[config.mk]
export PLATFORM = sky130hd
export DESIGN_NAME = pp_port_cfg
export DESIGN_NICKNAME = d
export VERILOG_FILES = /design/src/rtl/pp_cfg_pkg.sv /design/src/rtl/pp_timing_reg.sv /design/src/rtl/pp_op_reg.sv /design/src/rtl/pp_diag_path.sv /design/src/rtl/pp_port_cfg.sv
export SDC_FILE = /design/constraint.sdc
export NUM_CORES = 1
export LEC_CHECK = 0
export BUFFER_PORTS_ARGS = -buffer_cell sky130_fd_sc_hd__buf_4
export CORE_MARGIN = 4
export CORE_UTILIZATION = 44
export DETAILED_ROUTE_END_ITERATION = 7
export HOLD_SLACK_MARGIN = 0.02
export PLACE_DENSITY = 0.94
export SLEW_MARGIN = 20
export SYNTH_ARGS = -nofsm -noshare
export SYNTH_HDL_FRONTEND = slang
export SYNTH_SLANG_ARGS = --single-unit
[constraint.sdc]
create_clock -name clk -period 2.9 [get_ports clk]
set_input_delay 0.58 -clock clk [delete_from_list [all_inputs] [get_ports clk]]
set_output_delay 0.58 -clock clk [all_outputs]
set_load 0.03 [all_outputs]
[src/rtl/pp_cfg_pkg.sv]
package pp_cfg_pkg;
  localparam int REG_W = 16;
  localparam int CNT_W = 7;

  localparam int TM_SET_LSB = 0;
  localparam int TM_WID_LSB = 8;
  localparam int TM_TEST    = 15;

  localparam int OP_ONE  = 1;
  localparam int OP_IDLE = 3;
  localparam int OP_CTL_LSB = 7;

  typedef struct packed {
    logic men;
    logic msrc;
    logic stb_dir;
    logic bsy_dir;
    logic ack_dir;
    logic diag;
    logic bsy_hs;
    logic ack_hs;
    logic srst;
  } op_ctl_t;

  localparam int CTL_W = $bits(op_ctl_t);

  typedef enum logic [1:0] {
    A_TIMING = 2'd0,
    A_OPER   = 2'd1,
    A_INPUT  = 2'd2,
    A_NONE   = 2'd3
  } reg_addr_e;
endpackage

[src/rtl/pp_timing_reg.sv]
module pp_timing_reg
  import pp_cfg_pkg::*;
#(
  parameter int W_CNT     = CNT_W,
  parameter int MIN_WIDTH = 3
) (
  input  logic             clk,
  input  logic             rst_n,
  input  logic             wr_en,
  input  logic [REG_W-1:0] wr_data,
  input  logic [W_CNT-1:0] cnt_setup_i,
  input  logic [W_CNT-1:0] cnt_width_i,
  output logic [REG_W-1:0] rd_data,
  output logic [W_CNT-1:0] setup_o,
  output logic [W_CNT-1:0] width_ld_o,
  output logic             test_o
);
  localparam logic [W_CNT-1:0] MIN_W = W_CNT'(MIN_WIDTH);

  logic [W_CNT-1:0] setup_q, setup_d;
  logic [W_CNT-1:0] width_q, width_d;
  logic             test_q, test_d;

  always_comb begin
    setup_d = setup_q;
    width_d = width_q;
    test_d  = test_q;
    if (wr_en) begin
      setup_d = wr_data[TM_SET_LSB +: W_CNT];
      width_d = wr_data[TM_WID_LSB +: W_CNT];
      test_d  = wr_data[TM_TEST];
    end
  end

  always_ff @(posedge clk or negedge rst_n) begin
    if (!rst_n) begin
      setup_q <= '0;
      width_q <= '0;
      test_q  <= 1'b0;
    end else begin
      setup_q <= setup_d;
      width_q <= width_d;
      test_q  <= test_d;
    end
  end

  always_comb begin
    rd_data = '0;
    rd_data[TM_TEST] = test_q;
    if (test_q) begin
      rd_data[TM_SET_LSB +: W_CNT] = cnt_setup_i;
      rd_data[TM_WID_LSB +: W_CNT] = cnt_width_i;
    end else begin
      rd_data[TM_SET_LSB +: W_CNT] = setup_q;
      rd_data[TM_WID_LSB +: W_CNT] = width_q;
    end
  end

  assign setup_o    = setup_q;
  assign width_ld_o = (width_q < MIN_W) ? MIN_W : width_q;
  assign test_o     = test_q;

  assert_width_min_R3: assert property (@(posedge clk) disable iff (!rst_n)
    width_ld_o >= MIN_W);
  assert_width_pass_R3: assert property (@(posedge clk) disable iff (!rst_n)
    (width_q >= MIN_W) |-> (width_ld_o == width_q));
  assert_timing_write_R2: assert property (@(posedge clk) disable iff (!rst_n)
    wr_en |=> (setup_q == $past(wr_data[TM_SET_LSB +: W_CNT])));
endmodule

[src/rtl/pp_op_reg.sv]
module pp_op_reg
  import pp_cfg_pkg::*;
(
  input  logic             clk,
  input  logic             rst_n,
  input  logic             wr_en,
  input  logic [REG_W-1:0] wr_data,
  input  logic             idle_i,
  output logic [REG_W-1:0] rd_data,
  output op_ctl_t          ctl_o
);
  localparam op_ctl_t CTL_RST = '{stb_dir: 1'b1, default: 1'b0};

  op_ctl_t ctl_q, ctl_d;

  always_comb begin
    ctl_d = ctl_q;
    if (wr_en) ctl_d = op_ctl_t'(wr_data[OP_CTL_LSB +: CTL_W]);
  end

  always_ff @(posedge clk or negedge rst_n) begin
    if (!rst_n) ctl_q <= CTL_RST;
    else        ctl_q <= ctl_d;
  end

  always_comb begin
    rd_data = '0;
    rd_data[OP_CTL_LSB +: CTL_W] = ctl_q;
    rd_data[OP_IDLE] = idle_i;
    rd_data[OP_ONE]  = 1'b1;
  end

  assign ctl_o = ctl_q;

  assert_srst_hold_R6: assert property (@(posedge clk) disable iff (!rst_n)
    (ctl_q.srst && !wr_en) |=> ctl_q.srst);
  assert_op_const_R4: assert property (@(posedge clk) disable iff (!rst_n)
    (rd_data[OP_ONE] == 1'b1) && (rd_data[2:0] == 3'b010) && (rd_data[6:4] == 3'b000));
endmodule

[src/rtl/pp_diag_path.sv]
module pp_diag_path #(
  parameter int DATA_W    = 8,
  parameter int LOOP_BITS = 3
) (
  input  logic              clk,
  input  logic              rst_n,
  input  logic              diag_i,
  input  logic [DATA_W-1:0] out_data_i,
  input  logic [DATA_W-1:0] pin_data_i,
  input  logic [2:0]        pin_stat_i,
  input  logic [2:0]        lat_stat_i,
  input  logic              core_stb_i,
  input  logic              core_ack_i,
  input  logic              core_busy_i,
  input  logic              core_dir_i,
  output logic [DATA_W-1:0] in_data_o,
  output logic [2:0]        stat_o,
  output logic [2:0]        irq_src_o,
  output logic              stb_o,
  output logic              ack_o,
  output logic              busy_o,
  output logic              dir_o
);
  logic dir_hold_q, dir_hold_d;

  for (genvar i = 0; i < DATA_W; i++) begin : g_data
    if (i < LOOP_BITS) begin : g_loop
      assign in_data_o[i] = diag_i ? out_data_i[i] : pin_data_i[i];
    end else begin : g_pin
      assign in_data_o[i] = pin_data_i[i];
    end
  end

  assign stat_o    = diag_i ? lat_stat_i : pin_stat_i;
  assign irq_src_o = stat_o;

  always_comb begin
    dir_hold_d = dir_hold_q;
    if (!diag_i) dir_hold_d = core_dir_i;
  end

  always_ff @(posedge clk or negedge rst_n) begin
    if (!rst_n) dir_hold_q <= 1'b0;
    else        dir_hold_q <= dir_hold_d;
  end

  assign stb_o  = diag_i ? 1'b0 : core_stb_i;
  assign ack_o  = diag_i ? 1'b0 : core_ack_i;
  assign busy_o = diag_i ? 1'b1 : core_busy_i;
  assign dir_o  = diag_i ? dir_hold_q : core_dir_i;

  assert_diag_pins_R10: assert property (@(posedge clk) disable iff (!rst_n)
    diag_i |-> (busy_o && !stb_o && !ack_o));
  assert_dir_frozen_R10: assert property (@(posedge clk) disable iff (!rst_n)
    (diag_i && $past(diag_i)) |-> $stable(dir_o));
  assert_upper_data_R8: assert property (@(posedge clk) disable iff (!rst_n)
    in_data_o[DATA_W-1:LOOP_BITS] == pin_data_i[DATA_W-1:LOOP_BITS]);
endmodule

[src/rtl/pp_port_cfg.sv]
module pp_port_cfg
  import pp_cfg_pkg::*;
#(
  parameter int DATA_W    = 8,
  parameter int LOOP_BITS = 3,
  parameter int MIN_WIDTH = 3
) (
  input  logic              clk,
  input  logic              rst_n,
  input  logic [1:0]        bus_addr,
  input  logic              bus_wr,
  input  logic [REG_W-1:0]  bus_wdata,
  output logic [REG_W-1:0]  bus_rdata,
  input  logic              idle_i,
  input  logic [CNT_W-1:0]  cnt_setup_i,
  input  logic [CNT_W-1:0]  cnt_width_i,
  input  logic [DATA_W-1:0] out_data_i,
  input  logic [DATA_W-1:0] pin_data_i,
  input  logic [2:0]        pin_stat_i,
  input  logic [2:0]        lat_stat_i,
  input  logic              core_stb_i,
  input  logic              core_ack_i,
  input  logic              core_busy_i,
  input  logic              core_dir_i,
  output logic [CNT_W-1:0]  setup_o,
  output logic [CNT_W-1:0]  width_ld_o,
  output logic              test_o,
  output logic              ack_hs_o,
  output logic              busy_hs_o,
  output logic              diag_o,
  output logic              ack_dir_o,
  output logic              busy_dir_o,
  output logic              stb_dir_o,
  output logic              mclr_src_o,
  output logic              mclr_en_o,
  output logic              srst_o,
  output logic [2:0]        irq_src_o,
  output logic              stb_o,
  output logic              ack_o,
  output logic              busy_o,
  output logic              dir_o
);
  localparam int PAD_W = REG_W - 3 - DATA_W;

  logic [1:0]       rst_sync_q;
  logic             rst_int_n;
  logic             wr_tm, wr_op;
  logic [REG_W-1:0] tm_rd, op_rd;
  logic [DATA_W-1:0] in_data;
  logic [2:0]       stat;
  op_ctl_t          ctl;
  reg_addr_e        addr;

  always_ff @(posedge clk or negedge rst_n) begin
    if (!rst_n) rst_sync_q <= 2'b00;
    else        rst_sync_q <= {rst_sync_q[0], 1'b1};
  end
  assign rst_int_n = rst_sync_q[1];

  assign addr  = reg_addr_e'(bus_addr);
  assign wr_tm = bus_wr && (addr == A_TIMING);
  assign wr_op = bus_wr && (addr == A_OPER);

  pp_timing_reg #(.W_CNT(CNT_W), .MIN_WIDTH(MIN_WIDTH)) u_tm (
    .clk(clk), .rst_n(rst_int_n), .wr_en(wr_tm), .wr_data(bus_wdata),
    .cnt_setup_i(cnt_setup_i), .cnt_width_i(cnt_width_i), .rd_data(tm_rd),
    .setup_o(setup_o), .width_ld_o(width_ld_o), .test_o(test_o)
  );

  pp_op_reg u_op (
    .clk(clk), .rst_n(rst_int_n), .wr_en(wr_op), .wr_data(bus_wdata),
    .idle_i(idle_i), .rd_data(op_rd), .ctl_o(ctl)
  );

  pp_diag_path #(.DATA_W(DATA_W), .LOOP_BITS(LOOP_BITS)) u_diag (
    .clk(clk), .rst_n(rst_int_n), .diag_i(ctl.diag),
    .out_data_i(out_data_i), .pin_data_i(pin_data_i),
    .pin_stat_i(pin_stat_i), .lat_stat_i(lat_stat_i),
    .core_stb_i(core_stb_i), .core_ack_i(core_ack_i),
    .core_busy_i(core_busy_i), .core_dir_i(core_dir_i),
    .in_data_o(in_data), .stat_o(stat), .irq_src_o(irq_src_o),
    .stb_o(stb_o), .ack_o(ack_o), .busy_o(busy_o), .dir_o(dir_o)
  );

  always_comb begin
    unique case (addr)
      A_TIMING: bus_rdata = tm_rd;
      A_OPER:   bus_rdata = op_rd;
      A_INPUT:  bus_rdata = {{PAD_W{1'b0}}, stat, in_data};
      default:  bus_rdata = '0;
    endcase
  end

  assign ack_hs_o   = ctl.ack_hs;
  assign busy_hs_o  = ctl.bsy_hs;
  assign diag_o     = ctl.diag;
  assign ack_dir_o  = ctl.ack_dir;
  assign busy_dir_o = ctl.bsy_dir;
  assign stb_dir_o  = ctl.stb_dir;
  assign mclr_src_o = ctl.msrc;
  assign mclr_en_o  = ctl.men;
  assign srst_o     = ctl.srst;

  assert_op_write_R5: assert property (@(posedge clk) disable iff (!rst_int_n)
    wr_op |=> (mclr_en_o == $past(bus_wdata[15]) && ack_hs_o == $past(bus_wdata[8])));
  assert_status_src_R9: assert property (@(posedge clk) disable iff (!rst_int_n)
    diag_o |-> (irq_src_o == lat_stat_i));
endmodule

**After elaboration in Yosys (flattened, before gate mapping)**

Index checks and enable logic that the tools add are counted.

- Magnitude comparators: 1
- Eq/ne operators: 2
- Mux-type cells: 12
- Reductions and logical operators: 3

Operator list:

| kind | count |
|---|---|
| 16-bit case mux with 3 select lines | 1 |
| 7-bit 2-to-1 mux | 3 |
| 7-bit by 2-bit < comparator with 1-bit output (second input constant) | 1 |
| 1-bit 2-to-1 mux | 7 |
| 3-bit 2-to-1 mux | 1 |
| 2-bit by 1-bit == test with 1-bit output (second input constant) | 1 |
| 2-bit == test (second input constant) | 1 |
| 1-bit logical AND | 2 |
| 2-bit zero test | 1 |

- Register bits: 27
- Bits of input ports: 62
- Output and inout bits: 47
- Word-level logic and storage cells: 32

**Longest topological paths before layout**

- Depth after elaboration: 2
- Depth in mapped cells: 5
- Depth with buffers taken out: 3

**Modules after synthesis**

Synthesis repeated with hierarchy kept, for this count alone.

- Cells, all modules: 159
- Area, all modules: 1,924.3 sq um

Modules (own cells, without submodules):

| module | times used | cells each | area an instance (sq um) | seq. area each (sq um) |
|---|---|---|---|---|
| pp_timing_reg | 1 | 59 | 794.5 | 375.4 |
| pp_op_reg | 1 | 37 | 500.5 | 226.5 |
| pp_port_cfg | 1 | 43 | 404.1 | 50.0 |
| pp_diag_path | 1 | 20 | 225.2 | 25.0 |

**Least setup slack after synthesis**

OpenSTA, ideal clock, no wires.

- Path kind: reg-to-output
- Start: register u_tm.test_q (netlist: u_tm.test_o)
- End: output port bus_rdata[0]
- Arrival time: 1,736 ps
- Required time: 2,320 ps
- Slack: 584 ps
- Cell stages (with the launch flop): 5
- Buffers on the path: 2
- Cell sequence: dfrtp_1 buf_2 buf_6 a211oi_1 a211oi_1

- Longest elaborated chain between the ends: 2

RTL lines:

| element | RTL line | text |
|---|---|---|
| start, declared | pp_timing_reg.sv:22 | `logic test_q, test_d;` |
| start signal, assigned | pp_timing_reg.sv:43 | `test_q <= test_d;` |
| 7-bit 2-to-1 mux | pp_timing_reg.sv:50 | `if (test_q) begin` |
| 16-bit case mux with 3 select lines | pp_port_cfg.sv:86 | `unique case (addr)` |
| end, declared | pp_port_cfg.sv:13 | `output logic [REG_W-1:0] bus_rdata,` |

Every way passes these cells.

**Worst setup path in the final report**

- Start: register u_tm.test_q (netlist: u_tm.test_o)
- End: output port bus_rdata[1]

The elaborated chain is that of the path after synthesis.

==> metrics.cfg <==
[routing]
drt-initial-drc-count=20
post_drt_wl_per_cell_um=15.8
vias=1387
drc=0
ant_nets=0
viasPerCell=5.04
dr.pass1.iters=3
wl_um=4360

[synth]
postSynthAreaPerCell_um2=11.8
syn_inst=133
yosys-top-cells-area=dfrtp_1, mux2_2, mux2i_1
synth_edf_count=0
synth_fp_nets=195
netlist_area_um2=1570
async_flop_share_pct=100
synth_top_cell_area_share_pct=41.4
synth_warnings=0
ys.flop_type=dfrtp_1
synth_top_cell_by_area=dfrtp_1
synth_seq_cells=27
yosysUniqueCellTypes=18
ys_top_cells_by_count=mux2_2, dfrtp_1, mux2i_1
seq_area_frac_synth_pct=43.1
yosysMostFrequentCell=mux2_2

[cts]
cts_root_buf=clkbuf_4
cts_sinks=27
clock_latency_ps=320
cts_buffers=3
clkTransAtPathRegs_ps=140
cts_tree=built
clockBufferDepth=2
post_cts_buffers=0
htreeDepth=1

[setup_path]
critPathBufInv=1
crit_path_max_fanout=19
crit_chain=mux2_2 > o31a_1 > buf_4
crit_arrival_ps=1990
r2r-start=u_op.ctl_o[3]
max_stage_delay_ps=860
cp_slowest_cell=dfrtp_1
endpoint_kind=output port
crit_type=reg2out
r2r_end=u_diag.dir_hold_q
reg2regPathDepth=1
startpoint_type=register
cp.required_ps=2320
crit_family=flip-flops
rrSetupSlack_ps=1700

[power_and_ir_drop]
p_per_area_nw_per_um2=573
ir_drop_mv=0.360
p_leak_nw=1.17

[grt]
grt_max_degree=26
grt_util_all_layers_pct=19.6
grt-ovfl-total=0
grt_pass1_wl_um=6730
grt_pass1_vias=1464
antenna_found_initial=0

[layout]
syn_to_final_growth_pct=50.8
fillers=255
stdcell_count=275
nets=292
diodes=0
drive_gt1_share_pct=67.2
finalInstanceArea_um2=2370

[timing]
slew_headroom_pct=49.8
finalHoldViolations=0
finalSetupViolCount=0
finalCritPeriodShare_pct=88.7
fmax_mhz=389
min_period_ps=2570
fin_setup_tns_ps=0
rsz0062_at_grt=no
slew_violations=0
tightest_slew_ps=753
worst_clock_skew_ps=10.5

[floorplan]
die_h_um=67.8
die_x_um=67.8
rows=21
core-area_um2=3390
start_util_pct=46.4
io_pins=109
die_area_um2=4590

[placement]
dp_cells=270
io_buffers=103
postPlaceCellArea_um2=2330
detailedPlacementHpwl_um=3390
place_congestion=0.693

[run]
max_cap_violations=0

[worst_hold_path]
hold_path.class=reg2async

[run_status]
status=completed

-- how the worst max path moves through the flow --
stage,end,slack (ps),depth (start not counted),from
2_1_floorplan,bus_rdata[0],580,4,u_tm.test_o
3_3_place_gp,bus_rdata[8],680,4,u_tm.test_o
3_5_place_dp,bus_rdata[1],690,3,u_tm.test_o
4_1_cts,bus_rdata[1],310,3,u_tm.test_o
5_1_grt,bus_rdata[8],200,4,u_tm.test_o
6_report,bus_rdata[1],330,3,u_tm.test_o
-- registers in the layout, summed over array words and instances, names as in the netlist --
signal,flops
u_diag.dir_hold_q,1
u_tm.setup_o,7
rst_sync_q,2
u_tm.test_o,1
u_tm.width_q,7
u_op.ctl_o,9
-- per-stage QoR --
step	power (mW)	setup slack [ps]	util, %	hold WS, ps
floorplan	0.951	584	-	284
detailed placement	1.22	689	68.8	337
finish	1.36	327	69.9	260
global route	1.44	200	69.9	316
CTS	1.37	307	69.9	380
global placement	1.20	677	68.8	335
-- timing repair --
| item | 4_1_cts | 5_1_grt |
|---|---|---|
| resized for setup | 0 | 0 |
| hold endpoints to repair | 2 | 0 |
| hold buffers | 1 | 0 |
-- layout by cell type, fill, tap and decap left out --
cell / n
clkbuf_1: 1
dfrtp_2: 1
or4_1: 1
o31a_1: 1
nand3b_2: 1
nor2_1: 9
a211oi_1: 4
buf_4: 104
dfstp_2: 1
clkbuf_4: 3
mux2_2: 40
dlygate4sd3_1: 1
nand2_1: 6
or2_2: 3
dfrtp_1: 25
o21ai_0: 6
nor3b_4: 1
mux2i_1: 15
conb_1: 1
nor2b_1: 5
-- cell type report --
cell class                      instances  area, µm²  share of cell area (%)
Sequential cell                        27        678                    28.6
Timing Repair Buffer                  105        791                    33.4
Clock buffer                            4       26.3                    1.11
Tap cell                               46       57.6                    2.43
Multi-Input combinational cell         93        817                    34.5
-- cells by family after synthesis --
| kind of cell | count (synthesis) | synth area share (%) |
|---|---|---|
| simple gates | 26 | 9.16 |
| other cells | 1 | 0.239 |
| buf+inv | 13 | 4.94 |
| flops | 27 | 43.1 |
| mux | 55 | 38.2 |
| compound gates | 11 | 4.38 |
-- where the power goes --
group	total [mW]	internal [mW]	switching (mW)
logic	0.666	0.318	0.349
registers	0.533	0.446	0.0875
clock network	0.159	0.0537	0.105
-- layer usage --
metal,routed length (µm),GRT usage (%)
met5,0,0
met1,1610,21.9
met4,53,4.81
met3,440,5.32
met2,2250,36.5
No activity file was read; power rests on OpenSTA's default activity.
